===== config.mk =====
export PLATFORM = sky130hd
export DESIGN_NAME = sync_mode_classifier
export DESIGN_NICKNAME = d
export VERILOG_FILES = /design/src/rtl/smc_pkg.sv /design/src/rtl/smc_sync_edge.sv /design/src/rtl/smc_meter.sv /design/src/rtl/smc_match.sv /design/src/rtl/smc_qualify.sv /design/src/rtl/sync_mode_classifier.sv
export SDC_FILE = /design/constraint.sdc
export NUM_CORES = 1
export LEC_CHECK = 0
export BUFFER_PORTS_ARGS = -buffer_cell sky130_fd_sc_hd__clkbuf_2
export CAP_MARGIN = 20
export CORE_ASPECT_RATIO = 1.2
export CORE_MARGIN = 8
export CORE_UTILIZATION = 55
export CTS_BUF_LIST = sky130_fd_sc_hd__clkbuf_4
export CTS_CLUSTER_DIAMETER = 50
export CTS_CLUSTER_SIZE = 25
export DETAILED_ROUTE_END_ITERATION = 10
export PLACE_DENSITY = 0.71
export REMOVE_ABC_BUFFERS = 1
export SYNTH_ARGS = -nofsm -noshare
export SYNTH_HDL_FRONTEND = slang
export SYNTH_HIERARCHICAL = 1
export SYNTH_SLANG_ARGS = --single-unit
export TNS_END_PERCENT = 30

===== constraint.sdc =====
create_clock -name clk -period 12.53 [get_ports clk]
set_clock_uncertainty 0.05 [all_clocks]
set_input_delay 0.6265 -clock clk [delete_from_list [all_inputs] [get_ports clk]]
set_output_delay 0.6265 -clock clk [all_outputs]
set_load 0.03 [all_outputs]

===== src/rtl/smc_pkg.sv =====
package smc_pkg;
  localparam int NMODES = 4;
  localparam int IW     = 2;
  localparam int DIVW   = 12;

  function automatic int mode_htotal(input int i);
    case (i)
      0:       return 800;
      1:       return 1056;
      2:       return 1344;
      default: return 1800;
    endcase
  endfunction

  function automatic int mode_vtotal(input int i);
    case (i)
      0:       return 525;
      1:       return 628;
      2:       return 806;
      default: return 1000;
    endcase
  endfunction

  function automatic int mode_pix_khz(input int i);
    case (i)
      0:       return 25175;
      1:       return 40000;
      2:       return 65000;
      default: return 108000;
    endcase
  endfunction
endpackage


===== src/rtl/smc_sync_edge.sv =====
// Registers one sync wire, learns its active level from phase lengths,
// and pulses at the start of each active phase.
module smc_sync_edge #(
  parameter int PLW = 20
) (
  input  logic clk,
  input  logic rst_n,
  input  logic sync_i,
  output logic edge_o
);
  logic           d1, d2;
  logic [PLW-1:0] run_q, run_n;
  logic [PLW-1:0] hi_q, hi_n, lo_q, lo_n;
  logic           act_high;

  always_comb begin
    run_n = (run_q == '1) ? run_q : run_q + 1'b1;
    hi_n  = hi_q;
    lo_n  = lo_q;
    if (d1 != d2) begin
      run_n = {{(PLW-1){1'b0}}, 1'b1};
      if (d2) hi_n = run_q;
      else    lo_n = run_q;
    end
  end

  assign act_high = (hi_q <= lo_q);
  assign edge_o   = (d1 == act_high) && (d2 != act_high);

  always_ff @(posedge clk or negedge rst_n) begin
    if (!rst_n) begin
      d1    <= 1'b0;
      d2    <= 1'b0;
      run_q <= '0;
      hi_q  <= '0;
      lo_q  <= '0;
    end else begin
      d1    <= sync_i;
      d2    <= d1;
      run_q <= run_n;
      hi_q  <= hi_n;
      lo_q  <= lo_n;
    end
  end
endmodule


===== src/rtl/smc_meter.sv =====
// Line period timer and lines-per-frame counter with saturation detect.
module smc_meter #(
  parameter  int HMAX = 4095,
  parameter  int VMAX = 2047,
  localparam int HW   = $clog2(HMAX + 1),
  localparam int VW   = $clog2(VMAX + 1)
) (
  input  logic          clk,
  input  logic          rst_n,
  input  logic          hs_edge_i,
  input  logic          vs_edge_i,
  output logic [HW-1:0] per_o,
  output logic [VW-1:0] lines_o,
  output logic          frame_o,
  output logic          nosig_o
);
  logic [HW-1:0] hcnt, hcnt_n, per_q, per_n;
  logic [VW-1:0] vcnt, vcnt_n;
  logic          hsat, vsat;

  assign hsat = (hcnt == HW'(HMAX));
  assign vsat = (vcnt == VW'(VMAX));

  always_comb begin
    hcnt_n = hsat ? hcnt : hcnt + 1'b1;
    per_n  = per_q;
    if (hs_edge_i) begin
      hcnt_n = {{(HW-1){1'b0}}, 1'b1};
      per_n  = hcnt;
    end
    vcnt_n = vcnt;
    if (vs_edge_i)
      vcnt_n = hs_edge_i ? {{(VW-1){1'b0}}, 1'b1} : '0;
    else if (hs_edge_i && !vsat)
      vcnt_n = vcnt + 1'b1;
  end

  always_ff @(posedge clk or negedge rst_n) begin
    if (!rst_n) begin
      hcnt  <= '0;
      per_q <= '0;
      vcnt  <= '0;
    end else begin
      hcnt  <= hcnt_n;
      per_q <= per_n;
      vcnt  <= vcnt_n;
    end
  end

  assign per_o   = per_q;
  assign lines_o = vcnt;
  assign frame_o = vs_edge_i;
  assign nosig_o = hsat || vsat;

  assert_period_restart_R1: assert property (@(posedge clk) disable iff (!rst_n)
    hs_edge_i |=> (hcnt == {{(HW-1){1'b0}}, 1'b1}));
  assert_line_restart_R2: assert property (@(posedge clk) disable iff (!rst_n)
    vs_edge_i |=> (vcnt <= {{(VW-1){1'b0}}, 1'b1}));
  assert_hcnt_bound_R9: assert property (@(posedge clk) disable iff (!rst_n)
    int'(hcnt) <= HMAX);
endmodule


===== src/rtl/smc_match.sv =====
// Nearest-entry search over the mode table.
module smc_match
  import smc_pkg::*;
#(
  parameter int REF_KHZ = 27000,
  parameter int HTOL    = 4,
  parameter int VTOL    = 4,
  parameter int HW      = 12,
  parameter int VW      = 11
) (
  input  logic          clk,
  input  logic          rst_n,
  input  logic [HW-1:0] per_i,
  input  logic [VW-1:0] lines_i,
  output logic [IW-1:0] idx_o,
  output logic          ok_o
);
  logic [HW-1:0] exp_per [NMODES];
  logic [VW-1:0] exp_lin [NMODES];
  logic [HW-1:0] dh [NMODES];
  logic [VW-1:0] dv [NMODES];
  logic [HW-1:0] best_dh;
  logic [VW-1:0] best_dv;

  for (genvar g = 0; g < NMODES; g++) begin : g_entry
    localparam int EP = (REF_KHZ * mode_htotal(g)) / mode_pix_khz(g);
    localparam int EL = mode_vtotal(g);
    assign exp_per[g] = HW'(EP);
    assign exp_lin[g] = VW'(EL);
    assign dh[g] = (per_i >= exp_per[g]) ? per_i - exp_per[g] : exp_per[g] - per_i;
    assign dv[g] = (lines_i >= exp_lin[g]) ? lines_i - exp_lin[g] : exp_lin[g] - lines_i;

    assert_nearest_R3: assert property (@(posedge clk) disable iff (!rst_n)
      (best_dh < dh[g]) || ((best_dh == dh[g]) && (best_dv <= dv[g])));
  end

  always_comb begin
    best_dh = dh[0];
    best_dv = dv[0];
    idx_o   = '0;
    for (int i = 1; i < NMODES; i++) begin
      if ((dh[i] < best_dh) || ((dh[i] == best_dh) && (dv[i] < best_dv))) begin
        best_dh = dh[i];
        best_dv = dv[i];
        idx_o   = IW'(i);
      end
    end
  end

  assign ok_o = (int'(best_dh) <= HTOL) && (int'(best_dv) <= VTOL);
endmodule


===== src/rtl/smc_qualify.sv =====
// Frame-by-frame agreement counter that drives the lock flag and outputs.
module smc_qualify
  import smc_pkg::*;
#(
  parameter  int QUAL = 3,
  localparam int SW   = $clog2(QUAL + 1)
) (
  input  logic            clk,
  input  logic            rst_n,
  input  logic            frame_i,
  input  logic            ok_i,
  input  logic [IW-1:0]   idx_i,
  input  logic            nosig_i,
  output logic            valid_o,
  output logic [IW-1:0]   idx_o,
  output logic [DIVW-1:0] div_o
);
  logic [SW-1:0]   streak, streak_n;
  logic [IW-1:0]   last_q, last_n;
  logic            valid_n, en;
  logic [DIVW-1:0] div_n;

  assign en = nosig_i || frame_i;

  always_comb begin
    streak_n = streak;
    last_n   = last_q;
    if (nosig_i) begin
      streak_n = '0;
    end else if (frame_i) begin
      if (ok_i && (idx_i == last_q) && (streak != '0))
        streak_n = (streak == SW'(QUAL)) ? streak : streak + 1'b1;
      else if (ok_i) begin
        streak_n = {{(SW-1){1'b0}}, 1'b1};
        last_n   = idx_i;
      end else
        streak_n = '0;
    end
    valid_n = (streak_n == SW'(QUAL));
    div_n   = DIVW'(mode_htotal(int'(last_n)));
  end

  always_ff @(posedge clk or negedge rst_n) begin
    if (!rst_n) begin
      streak  <= '0;
      last_q  <= '0;
      valid_o <= 1'b0;
      div_o   <= '0;
    end else if (en) begin
      streak  <= streak_n;
      last_q  <= last_n;
      valid_o <= valid_n;
      div_o   <= div_n;
    end
  end

  assign idx_o = last_q;

  assert_valid_moves_R7: assert property (@(posedge clk) disable iff (!rst_n)
    !$stable(valid_o) |-> $past(frame_i || nosig_i));
  assert_idx_hold_R8: assert property (@(posedge clk) disable iff (!rst_n)
    (valid_o && $past(valid_o)) |-> $stable(idx_o));
  assert_nosig_clear_R9: assert property (@(posedge clk) disable iff (!rst_n)
    nosig_i |=> !valid_o);
endmodule


===== src/rtl/sync_mode_classifier.sv =====
module sync_mode_classifier
  import smc_pkg::*;
#(
  parameter int REF_KHZ     = 27000,
  parameter int HTOL        = 4,
  parameter int VTOL        = 4,
  parameter int HMAX        = 4095,
  parameter int VMAX        = 2047,
  parameter int QUAL_FRAMES = 3,
  parameter int PLW         = 20
) (
  input  logic            clk,
  input  logic            rst_n,
  input  logic            hsync_in,
  input  logic            vsync_in,
  output logic [IW-1:0]   mode_idx_o,
  output logic            valid_o,
  output logic            no_signal_o,
  output logic [DIVW-1:0] line_total_o
);
  localparam int HW = $clog2(HMAX + 1);
  localparam int VW = $clog2(VMAX + 1);

  logic          rs1, rs2;
  logic          hs_edge, vs_edge, frame, ok;
  logic [HW-1:0] per;
  logic [VW-1:0] lines;
  logic [IW-1:0] cand;

  always_ff @(posedge clk or negedge rst_n) begin
    if (!rst_n) begin
      rs1 <= 1'b0;
      rs2 <= 1'b0;
    end else begin
      rs1 <= 1'b1;
      rs2 <= rs1;
    end
  end

  smc_sync_edge #(.PLW(PLW)) u_hs (
    .clk(clk), .rst_n(rs2), .sync_i(hsync_in), .edge_o(hs_edge));
  smc_sync_edge #(.PLW(PLW)) u_vs (
    .clk(clk), .rst_n(rs2), .sync_i(vsync_in), .edge_o(vs_edge));

  smc_meter #(.HMAX(HMAX), .VMAX(VMAX)) u_meter (
    .clk(clk), .rst_n(rs2), .hs_edge_i(hs_edge), .vs_edge_i(vs_edge),
    .per_o(per), .lines_o(lines), .frame_o(frame), .nosig_o(no_signal_o));

  smc_match #(.REF_KHZ(REF_KHZ), .HTOL(HTOL), .VTOL(VTOL), .HW(HW), .VW(VW)) u_match (
    .clk(clk), .rst_n(rs2), .per_i(per), .lines_i(lines), .idx_o(cand), .ok_o(ok));

  smc_qualify #(.QUAL(QUAL_FRAMES)) u_qual (
    .clk(clk), .rst_n(rs2), .frame_i(frame), .ok_i(ok), .idx_i(cand),
    .nosig_i(no_signal_o), .valid_o(valid_o), .idx_o(mode_idx_o), .div_o(line_total_o));
endmodule


==> results of run 1 <==
==> worst register-to-register path: cells and delay by family (launching register included) <==
kind	cells	cell delay (ns)
AO/OA/AOI/OAI	12	3.31
buffers and inverters	4	1.70
multiplexers	4	1.50
XOR/XNOR	1	0.24
adder cells (fa/ha/maj)	5	1.48
flip-flops	1	0.77
AND/OR/NAND/NOR	10	1.61
==> layout by cell type, fill, tap and decap left out, drive strengths merged, types with 22 or more instances in the layout <==
cell type and count:
mux2i 43, clkbuf 32, xor2 43, inv 103, nor2 116, a21oi 98
nor2b 23, ha 151, mux2 64, dfrtp 172, o21ai 133, nand4 38
nor3 26, a31oi 22, nand3 46, nand2 160, xnor2 54, and3 27
==> what timing repair did <==
| action | CTS | global route |
|---|---|---|
| hold endpoints to repair | 2 | 0 |
| endpoints found under the setup margin | 0 | 0 |
| hold buffers | 1 | 0 |
| buffers inserted | 0 | 0 |
==> cells by family after synthesis <==
| kind of cell | after synthesis |
|---|---|
| AO/OA/AOI/OAI | 391 |
| XOR/XNOR | 97 |
| adder cells (fa/ha/maj) | 151 |
| buffers and inverters | 183 |
| flip-flops | 172 |
| multiplexers | 107 |
| other | 2 |
| AND/OR/NAND/NOR | 537 |
==> report_power, final <==
part           switching, W  total (W)  internal (W)
sequential        0.0000846   0.000678      0.000594
clock              0.000192   0.000337      0.000145
combinational      0.000509   0.000865      0.000356
==> worst max path at each step <==
stage,cells after the start,slack (ns),to
after global placement,37,2.15,u_qual/div_o[3]$_DFFE_PN0P_
final,36,1.72,u_qual/div_o[3]$_DFFE_PN0P_
after detailed placement,38,1.97,u_qual/div_o[3]$_DFFE_PN0P_
after global routing,38,0.76,u_qual/div_o[9]$_DFFE_PN0P_
after CTS,38,1.87,u_qual/div_o[3]$_DFFE_PN0P_
after floorplan,36,1.28,u_qual/div_o[3]$_DFFE_PN0P_
==> area by class of cell <==
| cell class | instances | area, um^2 | area share (%) |
|---|---|---|---|
| Inverter | 104 | 390 | 2.62 |
| Clock inverter | 13 | 166 | 1.12 |
| Clock buffer | 19 | 143 | 0.957 |
| Antenna cell | 1 | 2.50 | 0.0168 |
| Sequential cell | 172 | 4310 | 28.9 |
| Multi-Input combinational cell | 1290 | 9290 | 62.4 |
| Timing Repair Buffer | 28 | 180 | 1.21 |
| Tap cell | 335 | 419 | 2.81 |
==> routing by layer <==
metal	up-vias	GRT usage [%]	share of wire, %	wire, um
met4	0	9.78	3.9	1380
met2	299	37.2	49	17000
li1	5817	-	-	-
met1	5753	28.2	44	15300
met5	-	0	0	0
met3	89	3.02	3.7	1290
==> registers in the layout (all words and copies together), names as in the netlist, 11 cells and up <==
name	count
u_vs/run_q	20
u_hs/hi_q	20
u_meter/lines_o	11
u_vs/lo_q	20
u_vs/hi_q	20
u_meter/per_o	12
u_hs/run_q	20
u_hs/lo_q	20
u_meter/hcnt	12
==> metrics by stage <==
step	worst slack, ns	total power (W)	hold WS (ns)
after CTS	1.87	0.00188	0.0955
final	1.72	0.00188	0.141
after detailed placement	1.97	0.00154	0.233
after floorplan	1.28	0.00129	0.281
after global placement	2.15	0.00152	0.227
after global routing	0.762	0.00203	0.0633
==> impl_metrics.ini, run 1 <==
[setup_path]
reg2reg_from = u_meter/lines_o[3]$_DFFE_PN0P_
arrival_ns = 11.18
critPathMaxFanout = 32
start_kind = flop
cp_slowest_cell = dfrtp_1
critical_path_buf_inv_count = 4
crit_type = reg -> reg
critPathTopFamily = compound AO/OA/AOI/OAI gates
r2r-end = u_qual/div_o[3]$_DFFE_PN0P_
end_kind = flop
critPathRequiredTime_ns = 12.90
rrSetupSlack_ns = 1.72
rr_worst_depth = 36
slowest_delay_ns = 0.77
path_common_cell = ha_1
crit_start = u_meter/lines_o[3]$_DFFE_PN0P_

[floorplanning]
die_area_um2 = 31600
io-pin-count = 20
die_w_um = 164
rows = 65
start_util_pct = 55.3
die_h_um = 193
core_um2 = 26000

[worst_hold_path]
min_from = hsync_in
worstHoldPathType = in -> reg
hold_depth = 1
min_to = u_hs/d1$_DFF_PN0_

[sta]
setup_viol = 0
fin_tns_setup_ns = 0
slew_headroom_pct = 31.5
tightest_slew_ns = 1.03
rsz0062_at_grt = no
hold_violations = 0
period_share_pct = 86.3
maxSlewViolCount = 0
fmax_mhz = 92.5
min_period_ns = 10.81

[clock_tree]
clockBufferDepth = 2
cts-root-buf = clkbuf_4
cts_tree = built
clk_pin_slew_ns = 0.16
cts.sinks = 172
htreeDepth = 4
cts_buffers = 17
worstSkewPairLatency_ns = 0.54
cts_resized = 0

[grt]
grt.total_usage_pct = 22.3
grt_pass1_wl_um = 58900
grt_max_degree = 75
antenna_found_initial = 1
grt-ovfl-total = 0
grt_pass1_vias = 11800

[synthesis]
yosys_warnings = 6
synth_most_common_cell = dfrtp_1
synth.distinct_cells = 103
synth_xor_area_share_pct = 5.90
ys_ff_latch = 172
syn_avg_cell_area_um2 = 8.78
synth_common_cells = 172 x dfrtp_1, 159 x nand2_1, 151 x ha_1
ys.flop_type = dfrtp_1
synth_mux_area_share_pct = 8.12
synthAdderAreaFrac_pct = 13.1
yosysTopAreaCell = dfrtp_1
synth-edff-count = 0
synth.area.top_cells = dfrtp_1 30%, ha_1 13%, mux2_2 4.5%
synth_top_area_share_pct = 29.9
yosysSeqAreaShare_pct = 29.9
netlist_area_um2 = 14400
synth_top_family_by_area = simple AND/OR/NAND/NOR gates
synthCells = 1640
synth_compound_area_share_pct = 17.7
async_flop_share_pct = 100
synth-simple-area-share_pct = 19.2

[place]
placed_area_um2 = 14600
place.gp.congestion = 0.978
dp_hpwl_um = 26000
port_buffers = 13
dp_cells = 1928

[drt]
drc_errors = 0
first_iter_violations = 871
wirelength_um = 35000
drt_pass1_iterations = 5
postRouteAntennaNets = 0
routed_via_density = 6.09
vias = 12000
detail_route.wl_per_cell_um = 17.9

[power]
p_per_area_nw_per_um2 = 126
cellLeakagePower_nw = 6.70
vdd_drop_max_mv = 0.0770

[finish]
final_layout_size_suffix_gt1_share_pct = 10.9
nNetsFinal = 1768
synthToLayoutAreaGrowth_pct = 3.48
fillers = 2337
finalNonFillerCells = 1962
fin_util_pct = 57.3
final_cell_area_um2 = 14900

[job]
drv_cap = 0

[outcome]
outcome = completed
(Power assumes the default switching activity.)
==> run 2: changes to the inputs <==
--- a/config.mk
+++ b/config.mk
@@ -5,10 +5,11 @@
 export SDC_FILE = /design/constraint.sdc
 export NUM_CORES = 1
 export LEC_CHECK = 0
+export ABC_AREA = 1
 export BUFFER_PORTS_ARGS = -buffer_cell sky130_fd_sc_hd__clkbuf_2
 export CAP_MARGIN = 20
 export CORE_ASPECT_RATIO = 1.2
-export CORE_MARGIN = 8
+export CORE_MARGIN = 3
 export CORE_UTILIZATION = 55
 export CTS_BUF_LIST = sky130_fd_sc_hd__clkbuf_4
 export CTS_CLUSTER_DIAMETER = 50
==> impl_metrics.ini, run 2 <==
[clock_tree]
worstSkewPairLatency_ns = 0.56
cts.sinks = 172
cts_buffers = 17
post-cts-setup-buffers = 0
htreeDepth = 4
cts-root-buf = clkbuf_4
clockBufferDepth = 2
clk_pin_slew_ns = 0.16
cts_tree = built

[finish]
most-common-layout-cells = 657 x nand2_1, 266 x inv_1, 176 x nor2_1, 171 x dfrtp_1, 151 x ha_1
synthToLayoutAreaGrowth_pct = 2.63
final_common_cell = nand2_1
nNetsFinal = 2418
final_layout_size_suffix_gt1_share_pct = 8.96
final_cell_area_um2 = 16200
fin_util_pct = 57.6
finalNonFillerCells = 2656

[sta]
maxSlewViolCount = 0
setup_viol = 0
fin_tns_setup_ns = 0
tightest_slew_ns = 0.846
slew_headroom_pct = 43.6
fmax_mhz = 109
hold_violations = 0
period_share_pct = 73.5
min_period_ns = 9.21
holdWs_ns = 0.0451
rsz0062_at_grt = no

[synthesis]
synth_top_area_share_pct = 27.3
synth_common_cells = 657 x nand2_1, 266 x inv_1, 176 x nor2_1
netlist_area_um2 = 15800
synth_most_common_cell = nand2_1
ys.flop_type = dfrtp_1
yosys_warnings = 6
syn_avg_cell_area_um2 = 6.86
async_flop_share_pct = 100
yosysTopAreaCell = dfrtp_1
synthCells = 2296
synth.area.top_cells = dfrtp_1 27%, nand2_1 16%, ha_1 12%
synth-edff-count = 0
yosysSeqAreaShare_pct = 27.3
synth.distinct_cells = 52
ys_ff_latch = 172

[floorplanning]
die_h_um = 191
die_w_um = 161
start_util_pct = 56.1
core_um2 = 28100
rows = 67
die_area_um2 = 30700
io-pin-count = 20

[grt]
antenna_found_initial = 1
grt_pass1_wl_um = 68600
grt_max_degree = 87
grt-ovfl-total = 0
grt.total_usage_pct = 27.1
grt_pass1_vias = 14200

[place]
dp_cells = 2620
port_buffers = 13
placed_area_um2 = 15800
place.gp.congestion = 0.971
dp_hpwl_um = 31800

[power]
switchingPower_w = 0.000934
switching_share_pct = 46.5
p_per_area_nw_per_um2 = 124
pwr-share-seq_pct = 34.0
cellLeakagePower_nw = 8.19
vdd_drop_max_mv = 0.108
p_clk_share_pct = 16.1
combPwrFrac_pct = 49.9
p_int_w = 0.00108

[drt]
drc_errors = 0
routed_via_density = 5.50
first_iter_violations = 1007
wirelength_um = 41400
drt_pass1_iterations = 7
postRouteAntennaNets = 0
vias = 14600
detail_route.wl_per_cell_um = 15.6

[setup_path]
end_kind = flop
critPathRequiredTime_ns = 12.92
rr_worst_depth = 48
cp_slowest_cell = dfrtp_1
critPathMaxFanout = 34
arrival_ns = 9.60
start_kind = flop
crit_type = reg -> reg
slowest_delay_ns = 0.86
path_common_cell = nand2_1

[job]
drv_cap = 0

[worst_hold_path]
worstHoldPathType = reg -> async

[outcome]
outcome = completed
## run 2: metrics by stage
stage,total power [W],worst slack [ns]
after floorplan,0.00139,5.05
after global routing,0.00218,2.34
after global placement,0.00166,3.97
final,0.00201,3.32
after CTS,0.00201,3.53
after detailed placement,0.00168,3.60
## run 2: path summary, 6_finish.rpt
check | end | slack (ns) | startpoint
setup / recovery | u_qual/div_o[5]$_DFFE_PN0P_ | 3.32 | u_meter/lines_o[3]$_DFFE_PN0P_
max in group asynchronous | u_hs/hi_q[14]$_DFFE_PN0P_ | 11.42 | rs2$_DFF_PN0_
setup reg to reg | u_qual/div_o[5]$_DFFE_PN0P_ | 3.32 | u_meter/lines_o[3]$_DFFE_PN0P_
min in group clk | u_hs/d1$_DFF_PN0_ | 0.12 | hsync_in
hold / removal | u_vs/lo_q[2]$_DFFE_PN0P_ | 0.05 | rs2$_DFF_PN0_
hold reg to reg | u_vs/lo_q[2]$_DFFE_PN0P_ | 0.05 | rs2$_DFF_PN0_
## run 2: layer usage
| metal | wire length, um | up-vias | GRT usage, % |
|---|---|---|---|
| li1 | - | 7318 | - |
| met1 | 17200 | 6771 | 32.9 |
| met2 | 20500 | 403 | 48.1 |
| met3 | 1760 | 110 | 2.90 |
| met4 | 1890 | 0 | 13.1 |
| met5 | 0 | - | 0 |
## run 2: worst max-delay path, delay by kind of cell, from the launching register on
kind,cells,cell delay (ns)
simple gates,21,2.58
compound gates,14,2.30
buf+inv,8,1.80
fa+ha+maj,5,1.44
flops,1,0.86
## run 2: logic make-up (layout without fill, tap and decap cells)
kind of cell             Yosys count  after routing  synth area share [%]
multiplexers                       8              8                 0.572
buffers and inverters            375            350                  10.6
other                              2              8                0.0477
AND/OR/NAND/NOR                 1127           1127                  31.5
XOR/XNOR                          89             89                  4.95
AO/OA/AOI/OAI                    372            372                  13.0
adder cells (fa/ha/maj)          151            151                  12.0
flip-flops                       172            172                  27.3
## run 2: layout make-up
class                   count  area, um^2
clock buffers              18         135
multi-input cells        1754        9800
diodes                      1        2.50
flip-flops and latches    172        4310
fillers                  2742       11900
inverters                 294        1110
clock inverters            14         156
well taps                 379         474
repair buffers             24         183
## run 2: power by group through the flow
stage / combinational (W) / clock (W) / sequential (W)
6_report: 0.00100 / 0.000324 / 0.000683
5_1_grt: 0.00113 / 0.000359 / 0.000692
4_1_cts: 0.000988 / 0.000340 / 0.000683
3_5_place_dp: 0.000982 / 0 / 0.000693
3_3_place_gp: 0.000972 / 0 / 0.000692
2_1_floorplan: 0.000705 / 0 / 0.000690
## run 2: repair_timing
item / 4_1_cts / 5_1_grt
endpoints found under the setup margin: 0 / 0
hold buffers: 1 / 0
hold endpoints to repair: 2 / 0
resized for setup: 0 / 0
